[config.mk]
export PLATFORM = sky130hd
export DESIGN_NAME = ptw_walker
export DESIGN_NICKNAME = d
export VERILOG_FILES = /design/src/rtl/ptw_pkg.sv /design/src/rtl/ptw_addr_gen.sv /design/src/rtl/ptw_pte_decode.sv /design/src/rtl/ptw_fill_buf.sv /design/src/rtl/ptw_walker.sv
export SDC_FILE = /design/constraint.sdc
export NUM_CORES = 1
export LEC_CHECK = 0
export ABC_CLOCK_PERIOD_IN_PS = 8450
export BUFFER_PORTS_ARGS = -buffer_cell sky130_fd_sc_hd__buf_2
export CAP_MARGIN = 0
export CELL_PAD_IN_SITES_DETAIL_PLACEMENT = 1
export CELL_PAD_IN_SITES_GLOBAL_PLACEMENT = 1
export CORE_AREA = 2 2 225 227
export CTS_BUF_LIST = sky130_fd_sc_hd__clkbuf_4 sky130_fd_sc_hd__clkbuf_8
export DETAILED_ROUTE_END_ITERATION = 10
export DIE_AREA = 0 0 227 229
export PLACE_DENSITY = 0.59
export RECOVER_POWER = 50
export SLEW_MARGIN = 20
export SYNTH_ARGS = -nofsm -noshare
export SYNTH_HDL_FRONTEND = slang
export SYNTH_SLANG_ARGS = --single-unit
[constraint.sdc]
create_clock -name clk -period 8.45 [get_ports clk]
set_clock_uncertainty 0.15 [all_clocks]
set_input_delay 1.2675 -clock clk [delete_from_list [all_inputs] [get_ports clk]]
set_output_delay 1.2675 -clock clk [all_outputs]
set_load 0.02 [all_outputs]
[src/rtl/ptw_pkg.sv]
package ptw_pkg;
  localparam int PTE_W       = 64;
  localparam int ENTRY_LOG2  = 3;
  localparam int BIT_VALID   = 0;
  localparam int BIT_RD      = 1;
  localparam int BIT_WR      = 2;
  localparam int BIT_EX      = 3;
  localparam int BIT_GLOB    = 5;
  localparam int BIT_ACC     = 6;
  localparam int BIT_DIRTY   = 7;
  localparam int BIT_PFN_LO  = 10;

  typedef enum logic [2:0] {
    ST_IDLE,
    ST_WALK_REQ,
    ST_WALK_RSP,
    ST_HOLD_FILL,
    ST_UPD_REQ,
    ST_UPD_RSP,
    ST_UPD_WR
  } walk_state_e;
endpackage

[src/rtl/ptw_addr_gen.sv]
module ptw_addr_gen
  import ptw_pkg::*;
#(
  parameter int IDX_W  = 9,
  parameter int LEVELS = 2,
  parameter int PA_W   = 56,
  localparam int VPN_W = IDX_W * LEVELS,
  localparam int LVL_W = (LEVELS > 1) ? $clog2(LEVELS) : 1
) (
  input  logic [PA_W-1:0]  base,
  input  logic [VPN_W-1:0] vpn,
  input  logic [LVL_W-1:0] level,
  output logic [PA_W-1:0]  addr
);
  logic [IDX_W-1:0] idx_tbl [LEVELS];

  for (genvar g = 0; g < LEVELS; g++) begin : g_slice
    assign idx_tbl[g] = vpn[g*IDX_W +: IDX_W];
  end

  logic [PA_W-1:0] offs;
  always_comb begin
    offs = '0;
    offs[ENTRY_LOG2 +: IDX_W] = idx_tbl[level];
    addr = base + offs;
  end
endmodule

[src/rtl/ptw_pte_decode.sv]
module ptw_pte_decode
  import ptw_pkg::*;
#(
  parameter int IDX_W  = 9,
  parameter int LEVELS = 2,
  parameter int PFN_W  = 44,
  localparam int VPN_W = IDX_W * LEVELS,
  localparam int LVL_W = (LEVELS > 1) ? $clog2(LEVELS) : 1
) (
  input  logic [PTE_W-1:0] pte,
  input  logic [LVL_W-1:0] level,
  input  logic [VPN_W-1:0] vpn,
  output logic             ent_valid,
  output logic             ent_leaf,
  output logic [2:0]       ent_perm,
  output logic             ent_glob,
  output logic [PFN_W-1:0] pfn_raw,
  output logic [PFN_W-1:0] pfn_eff
);
  logic [PFN_W-1:0] pfn_by_lvl [LEVELS];

  assign ent_valid = pte[BIT_VALID];
  assign ent_perm  = {pte[BIT_EX], pte[BIT_WR], pte[BIT_RD]};
  assign ent_leaf  = |ent_perm;
  assign ent_glob  = pte[BIT_GLOB];
  assign pfn_raw   = pte[BIT_PFN_LO +: PFN_W];

  // A leaf found above the last level covers a larger region: the low
  // page-number slices pass straight through into the frame number.
  for (genvar g = 0; g < LEVELS; g++) begin : g_lvl
    if (g == 0) begin : g_base
      assign pfn_by_lvl[g] = pfn_raw;
    end else begin : g_large
      assign pfn_by_lvl[g] = {pfn_raw[PFN_W-1:g*IDX_W], vpn[g*IDX_W-1:0]};
    end
  end

  assign pfn_eff = pfn_by_lvl[level];
endmodule

[src/rtl/ptw_fill_buf.sv]
module ptw_fill_buf #(
  parameter int W = 8
) (
  input  logic         clk,
  input  logic         rst_n,
  input  logic         load,
  input  logic [W-1:0] din,
  input  logic         take,
  output logic         full,
  output logic [W-1:0] dout
);
  logic full_d;
  logic full_en;

  always_comb begin
    full_en = load | take;
    full_d  = load;
  end

  always_ff @(posedge clk or negedge rst_n) begin
    if (!rst_n)       full <= 1'b0;
    else if (full_en) full <= full_d;
  end

  always_ff @(posedge clk) begin
    if (load) dout <= din;
  end
endmodule

[src/rtl/ptw_walker.sv]
module ptw_walker
  import ptw_pkg::*;
#(
  parameter int IDX_W    = 9,
  parameter int LEVELS   = 2,
  parameter int ASID_W   = 16,
  parameter int PFN_W    = 44,
  parameter int PG_SHIFT = 12,
  localparam int VPN_W   = IDX_W * LEVELS,
  localparam int PA_W    = PFN_W + PG_SHIFT,
  localparam int LVL_W   = (LEVELS > 1) ? $clog2(LEVELS) : 1,
  localparam int FILL_W  = VPN_W + ASID_W + PFN_W + 3 + 1 + PA_W
) (
  input  logic              clk,
  input  logic              rst_n,
  input  logic [PA_W-1:0]   root_base,
  input  logic              miss_valid,
  output logic              miss_ready,
  input  logic [VPN_W-1:0]  miss_vpn,
  input  logic [ASID_W-1:0] miss_asid,
  output logic              fill_valid,
  input  logic              fill_ready,
  output logic [VPN_W-1:0]  fill_vpn,
  output logic [ASID_W-1:0] fill_asid,
  output logic [PFN_W-1:0]  fill_pfn,
  output logic [2:0]        fill_perm,
  output logic              fill_global,
  output logic [PA_W-1:0]   fill_pte_addr,
  output logic              fault_valid,
  output logic [VPN_W-1:0]  fault_vpn,
  output logic [ASID_W-1:0] fault_asid,
  input  logic              upd_valid,
  output logic              upd_ready,
  input  logic [PA_W-1:0]   upd_addr,
  input  logic              upd_set_acc,
  input  logic              upd_set_dirty,
  output logic              rd_req_valid,
  input  logic              rd_req_ready,
  output logic [PA_W-1:0]   rd_req_addr,
  input  logic              rd_rsp_valid,
  input  logic [PTE_W-1:0]  rd_rsp_data,
  output logic              wr_valid,
  input  logic              wr_ready,
  output logic [PA_W-1:0]   wr_addr,
  output logic [PTE_W-1:0]  wr_data
);
  walk_state_e state_q, state_d;

  logic [VPN_W-1:0]  vpn_q;
  logic [ASID_W-1:0] asid_q;
  logic [PA_W-1:0]   base_q, base_d;
  logic [LVL_W-1:0]  lvl_q, lvl_d;
  logic [PA_W-1:0]   uaddr_q;
  logic [1:0]        uflags_q;
  logic [PTE_W-1:0]  wdata_q, wdata_d;
  logic              fault_q;

  logic take_miss, take_upd, descend, fault_set, buf_load, wdata_en;
  logic base_en;

  logic [PA_W-1:0]  walk_addr;
  logic             dec_valid, dec_leaf, dec_glob;
  logic [2:0]       dec_perm;
  logic [PFN_W-1:0] dec_pfn_raw, dec_pfn_eff;
  logic [PTE_W-1:0] ad_mask;

  ptw_addr_gen #(.IDX_W(IDX_W), .LEVELS(LEVELS), .PA_W(PA_W)) u_addr (
    .base  (base_q),
    .vpn   (vpn_q),
    .level (lvl_q),
    .addr  (walk_addr)
  );

  ptw_pte_decode #(.IDX_W(IDX_W), .LEVELS(LEVELS), .PFN_W(PFN_W)) u_dec (
    .pte       (rd_rsp_data),
    .level     (lvl_q),
    .vpn       (vpn_q),
    .ent_valid (dec_valid),
    .ent_leaf  (dec_leaf),
    .ent_perm  (dec_perm),
    .ent_glob  (dec_glob),
    .pfn_raw   (dec_pfn_raw),
    .pfn_eff   (dec_pfn_eff)
  );

  logic [FILL_W-1:0] fill_din, fill_dout;
  assign fill_din = {vpn_q, asid_q, dec_pfn_eff, dec_perm, dec_glob, walk_addr};

  ptw_fill_buf #(.W(FILL_W)) u_fill (
    .clk   (clk),
    .rst_n (rst_n),
    .load  (buf_load),
    .din   (fill_din),
    .take  (fill_ready),
    .full  (fill_valid),
    .dout  (fill_dout)
  );

  assign {fill_vpn, fill_asid, fill_pfn, fill_perm, fill_global, fill_pte_addr} = fill_dout;

  always_comb begin
    ad_mask            = '0;
    ad_mask[BIT_ACC]   = uflags_q[0];
    ad_mask[BIT_DIRTY] = uflags_q[1];
  end

  // Next-state and control decisions
  always_comb begin
    state_d   = state_q;
    take_miss = 1'b0;
    take_upd  = 1'b0;
    descend   = 1'b0;
    fault_set = 1'b0;
    buf_load  = 1'b0;
    wdata_en  = 1'b0;
    unique case (state_q)
      ST_IDLE: begin
        if (upd_valid) begin
          take_upd = 1'b1;
          state_d  = ST_UPD_REQ;
        end else if (miss_valid) begin
          take_miss = 1'b1;
          state_d   = ST_WALK_REQ;
        end
      end
      ST_WALK_REQ: if (rd_req_ready) state_d = ST_WALK_RSP;
      ST_WALK_RSP: begin
        if (rd_rsp_valid) begin
          if (!dec_valid) begin
            fault_set = 1'b1;
            state_d   = ST_IDLE;
          end else if (dec_leaf) begin
            buf_load = 1'b1;
            state_d  = ST_HOLD_FILL;
          end else if (lvl_q == '0) begin
            fault_set = 1'b1;
            state_d   = ST_IDLE;
          end else begin
            descend = 1'b1;
            state_d = ST_WALK_REQ;
          end
        end
      end
      ST_HOLD_FILL: if (fill_ready) state_d = ST_IDLE;
      ST_UPD_REQ:   if (rd_req_ready) state_d = ST_UPD_RSP;
      ST_UPD_RSP: begin
        if (rd_rsp_valid) begin
          wdata_en = 1'b1;
          state_d  = ST_UPD_WR;
        end
      end
      ST_UPD_WR:    if (wr_ready) state_d = ST_IDLE;
      default:      state_d = ST_IDLE;
    endcase
  end

  always_comb begin
    base_en = take_miss | descend;
    base_d  = take_miss ? root_base : {dec_pfn_raw, {PG_SHIFT{1'b0}}};
    lvl_d   = take_miss ? LVL_W'(LEVELS - 1) : lvl_q - 1'b1;
    wdata_d = rd_rsp_data | ad_mask;
  end

  // Registers
  always_ff @(posedge clk or negedge rst_n) begin
    if (!rst_n) begin
      state_q <= ST_IDLE;
      fault_q <= 1'b0;
    end else begin
      state_q <= state_d;
      fault_q <= fault_set;
    end
  end

  always_ff @(posedge clk) begin
    if (take_miss) begin
      vpn_q  <= miss_vpn;
      asid_q <= miss_asid;
    end
    if (base_en) begin
      base_q <= base_d;
      lvl_q  <= lvl_d;
    end
    if (take_upd) begin
      uaddr_q  <= upd_addr;
      uflags_q <= {upd_set_dirty, upd_set_acc};
    end
    if (wdata_en) wdata_q <= wdata_d;
  end

  // Outputs
  assign miss_ready   = (state_q == ST_IDLE) && !upd_valid;
  assign upd_ready    = (state_q == ST_IDLE);
  assign rd_req_valid = (state_q == ST_WALK_REQ) || (state_q == ST_UPD_REQ);
  assign rd_req_addr  = (state_q == ST_UPD_REQ) ? uaddr_q : walk_addr;
  assign wr_valid     = (state_q == ST_UPD_WR);
  assign wr_addr      = uaddr_q;
  assign wr_data      = wdata_q;
  assign fault_valid  = fault_q;
  assign fault_vpn    = vpn_q;
  assign fault_asid   = asid_q;
endmodule

==> impl_metrics.env <==
export IMPL_grt_setup_unrepaired="no"
export IMPL_cts_reportedPaths_clkPinSlew_ns=0.07
export IMPL_ant_nets=0
export IMPL_worstHoldPathType="flip-flop to flip-flop"
export IMPL_cts_post_setup_buffers_inserted=0
export IMPL_critPathCaptureType="output pin"
export IMPL_synthesis_area_um2=13900
export IMPL_layout_drive_gt1_share=0.375
export IMPL_highest_signal_layer="met5"
export IMPL_p_per_area_nw_per_um2=280
export IMPL_critPathLaunchType="flip-flop"
export IMPL_io_buffers=573
export IMPL_worst_path_dominant_cell_family="buffers and inverters"
export IMPL_area_growth_pct=34.3
export IMPL_dominantRegCellSynth="sky130_fd_sc_hd__edfxtp_1"
export IMPL_num_fill_cells=5564
export IMPL_utilization=0.376
export IMPL_io_pins=574
export IMPL_cts_root_buf="sky130_fd_sc_hd__clkbuf_8"
export IMPL_drt_drc_violations_left=0
export IMPL_place_congestion=0.814
export IMPL_detailedRoute_firstPassIterationCount=4
export IMPL_fin_worst_hold_slack_ns=0.292
export IMPL_cts_repair_resized=0
export IMPL_post_synth_inst_count=898
export IMPL_mappedNetlistNets=1128
export IMPL_path_cells="clkbuf_1, mux2_1, ha_1, fa_1, a21o_1, a221oi_1, a21oi_1, buf_4, nand4_1, xnor2_1, mux2_2, buf_2"
export IMPL_worst_endpoint_required_ns=7.03
export IMPL_slew_headroom=-1.42
export IMPL_grt_antenna_before_repair=11
export IMPL_max_cap_violations=4
export IMPL_dieArea_um2=52000
export IMPL_synth_seq_area_share=0.766
export IMPL_number_of_sinks_handled_by_clock_tree_synthesis=356
export IMPL_timing_worst_setup_path_type="flip-flop to output pin"
export IMPL_vias=10200
export IMPL_max_freq_mhz=154
export IMPL_clock_tree_from_tritoncts="done"
export IMPL_synthArstFlopShare=0.0140
export IMPL_grt_pass1_vias=10900
export IMPL_failed_checks="capacitance limit, slew limit"
export IMPL_synth_cell_type_count=50
export IMPL_vdd_ir_drop_max_mv=0.127
export IMPL_post_synth_cell_area_avg_um2=15.5
export IMPL_grt_first_pass_wirelength_um=72700
export IMPL_netSwitchingFraction=0.330
export IMPL_clock_tree_htree_level_count=2
export IMPL_slew_viol_final=146
export IMPL_cts_inserted_buffers=60
export IMPL_num_rows=82
export IMPL_most_common_layout_cells="413 x sky130_fd_sc_hd__buf_2, 351 x sky130_fd_sc_hd__edfxtp_1, 192 x sky130_fd_sc_hd__nand2_1, 164 x sky130_fd_sc_hd__clkbuf_1, 66 x sky130_fd_sc_hd__clkbuf_8"
export IMPL_critical_path_max_stage_delay_ns=0.89
export IMPL_die_height_um=229
export IMPL_initialDrtViolationCount=510
export IMPL_setup_tns_final_ns=0
export IMPL_internal_power_mw=3.50
export IMPL_period_share=0.770
export IMPL_cp_slowest_cell="sky130_fd_sc_hd__clkbuf_1"
export IMPL_synth_warning_count=0
export IMPL_final_hold_viol_count=0
export IMPL_cts_max_path_buffers=3
export IMPL_power_clock_fraction=0.313
export IMPL_seq_power_share=0.440
export IMPL_wl_met1_um=21100
export IMPL_leakage_nw=7.19
export IMPL_avgViaCountPerCell=4.57
export IMPL_worst_endpoint_arrival_ns=5.09
export IMPL_met3RoutedLength_um=3390
export IMPL_final_cells=2238
export IMPL_critical_path_n_buffers_inverters=3
export IMPL_drt_wl_total_um=51600
export IMPL_final_setup_viol_count=0
export IMPL_cts_hold_buffers_added=0
export IMPL_fin_total_pwr_mw=5.23
export IMPL_groute_usage_overall=0.193
export IMPL_initial_core_util=0.280
export IMPL_net_switching_power_of_the_design_mw=1.72
export IMPL_number_of_enable_type_register_cells_in_the_synthesized_netlist=351
export IMPL_yosys_register_bits=356
export IMPL_die_w_um=227
export IMPL_routedWlPerCell_um=23.0
export IMPL_largest_net_degree_at_the_start_of_global_routing=65
export IMPL_overflow=0
export IMPL_core_area_um2=49700
export IMPL_met2WireLength_um=25900
export IMPL_finalNetCount=1744
export IMPL_worst_skew_pair_late_latency_ns=0.67
export IMPL_dp_hpwl_um=38700
export IMPL_final_min_clock_period_ns=6.51
export IMPL_comb_power_share=0.246
export IMPL_dp_cells=2123
export IMPL_layout_cells_most_common="sky130_fd_sc_hd__buf_2"
export IMPL_outcome="finished with violations"
export IMPL_timing_worst_slew_pin_value_ns=3.63
export IMPL_max_fanout_on_critical_path=21
-- per-stage QoR --
stage	area, um^2	setup WS, ns
floorplan	13900	0.512
global placement	17700	3.21
detailed placement	17700	3.15
CTS	18900	2.40
global route	18700	1.59
finish	18700	1.94
-- cell usage after synthesis, types with 6 or more instances --
cell type,number,area [um^2]
sky130_fd_sc_hd__a211oi_1,10,75.1
sky130_fd_sc_hd__a21o_1,7,52.6
sky130_fd_sc_hd__a21oi_1,10,50.1
sky130_fd_sc_hd__a31oi_1,8,50.1
sky130_fd_sc_hd__and3_1,21,131
sky130_fd_sc_hd__clkbuf_1,35,131
sky130_fd_sc_hd__edfxtp_1,351,10500
sky130_fd_sc_hd__ha_1,9,113
sky130_fd_sc_hd__mux2_2,52,586
sky130_fd_sc_hd__nand2_1,192,721
sky130_fd_sc_hd__nand3_1,30,150
sky130_fd_sc_hd__nand4_1,13,81.3
sky130_fd_sc_hd__nor2_1,31,116
sky130_fd_sc_hd__nor3_1,6,30.0
sky130_fd_sc_hd__o31ai_1,8,60.1
sky130_fd_sc_hd__or4_1,9,67.6
sky130_fd_sc_hd__xnor2_1,26,228
sky130_fd_sc_hd__xor2_1,17,149
-- kinds of logic (layout without fill, tap and decap cells) --
kind of cell | Yosys count | after routing | share of synthesized area
xor+xnor | 43 | 43 | 0.0271
flops | 356 | 356 | 0.766
other cells | 0 | 7 | 0
fa+ha+maj | 10 | 10 | 0.00953
simple gates | 330 | 330 | 0.109
mux | 55 | 55 | 0.0443
compound gates | 63 | 63 | 0.0326
buf+inv | 41 | 702 | 0.0111
-- sequential cells by signal, summed over array words and instances, names as in the netlist, 2 cells and up --
name and cells:
base_q 56, fault_asid 16, fault_vpn 18, state_q 3, u_fill.dout 138, uflags_q 2, wr_addr 56, wr_data 64
-- worst reg2reg max path, cell delays in order, from the launching register on --
cell	delay [ns]
sky130_fd_sc_hd__dfrtp_1	0.55
sky130_fd_sc_hd__nor3_1	0.29
sky130_fd_sc_hd__and2_0	1.35
sky130_fd_sc_hd__clkbuf_1	1.99
-- final cells by class --
cell class | count | area (um^2) | area share
Timing Repair Buffer | 589 | 2770 | 0.148
Multi-Input combinational cell | 501 | 3120 | 0.167
Inverter | 6 | 23.8 | 0.00127
Sequential cell | 356 | 10700 | 0.571
Clock inverter | 23 | 206 | 0.0110
Antenna cell | 7 | 17.5 | 0.000937
Tap cell | 672 | 841 | 0.0450
Clock buffer | 84 | 1040 | 0.0558
-- power groups by stage --
stage	clock network, mW	logic [mW]	registers (mW)
CTS	1.69	1.33	2.29
floorplan	0	0.653	2.45
detailed placement	0	1.33	2.33
global route	1.76	1.39	2.32
global placement	0	1.32	2.32
finish	1.64	1.29	2.30
-- worst paths after layout --
| check | from | to | slack, ns | cells after the start |
|---|---|---|---|---|
| max | lvl_q | rd_req_addr[35] | 1.94 | 12 |
| min | base_q[2] | u_fill.dout[2] | 0.29 | 0 |
| max reg2reg | state_q[1] | wr_addr[20] | 3.60 | 3 |
| min reg2reg | base_q[2] | u_fill.dout[2] | 0.29 | 0 |
| max in group asynchronous | rst_n | fault_valid | 7.61 | 1 |
| min in group asynchronous | rst_n | state_q[1] | 0.31 | 1 |
-- layer usage --
metal	vias up	global-route usage
li1	4618	-
met1	5155	0.237
met2	363	0.326
met3	84	0.0530
met4	8	0.0660
met5	-	0
No activity file was read; power rests on OpenSTA's default activity.
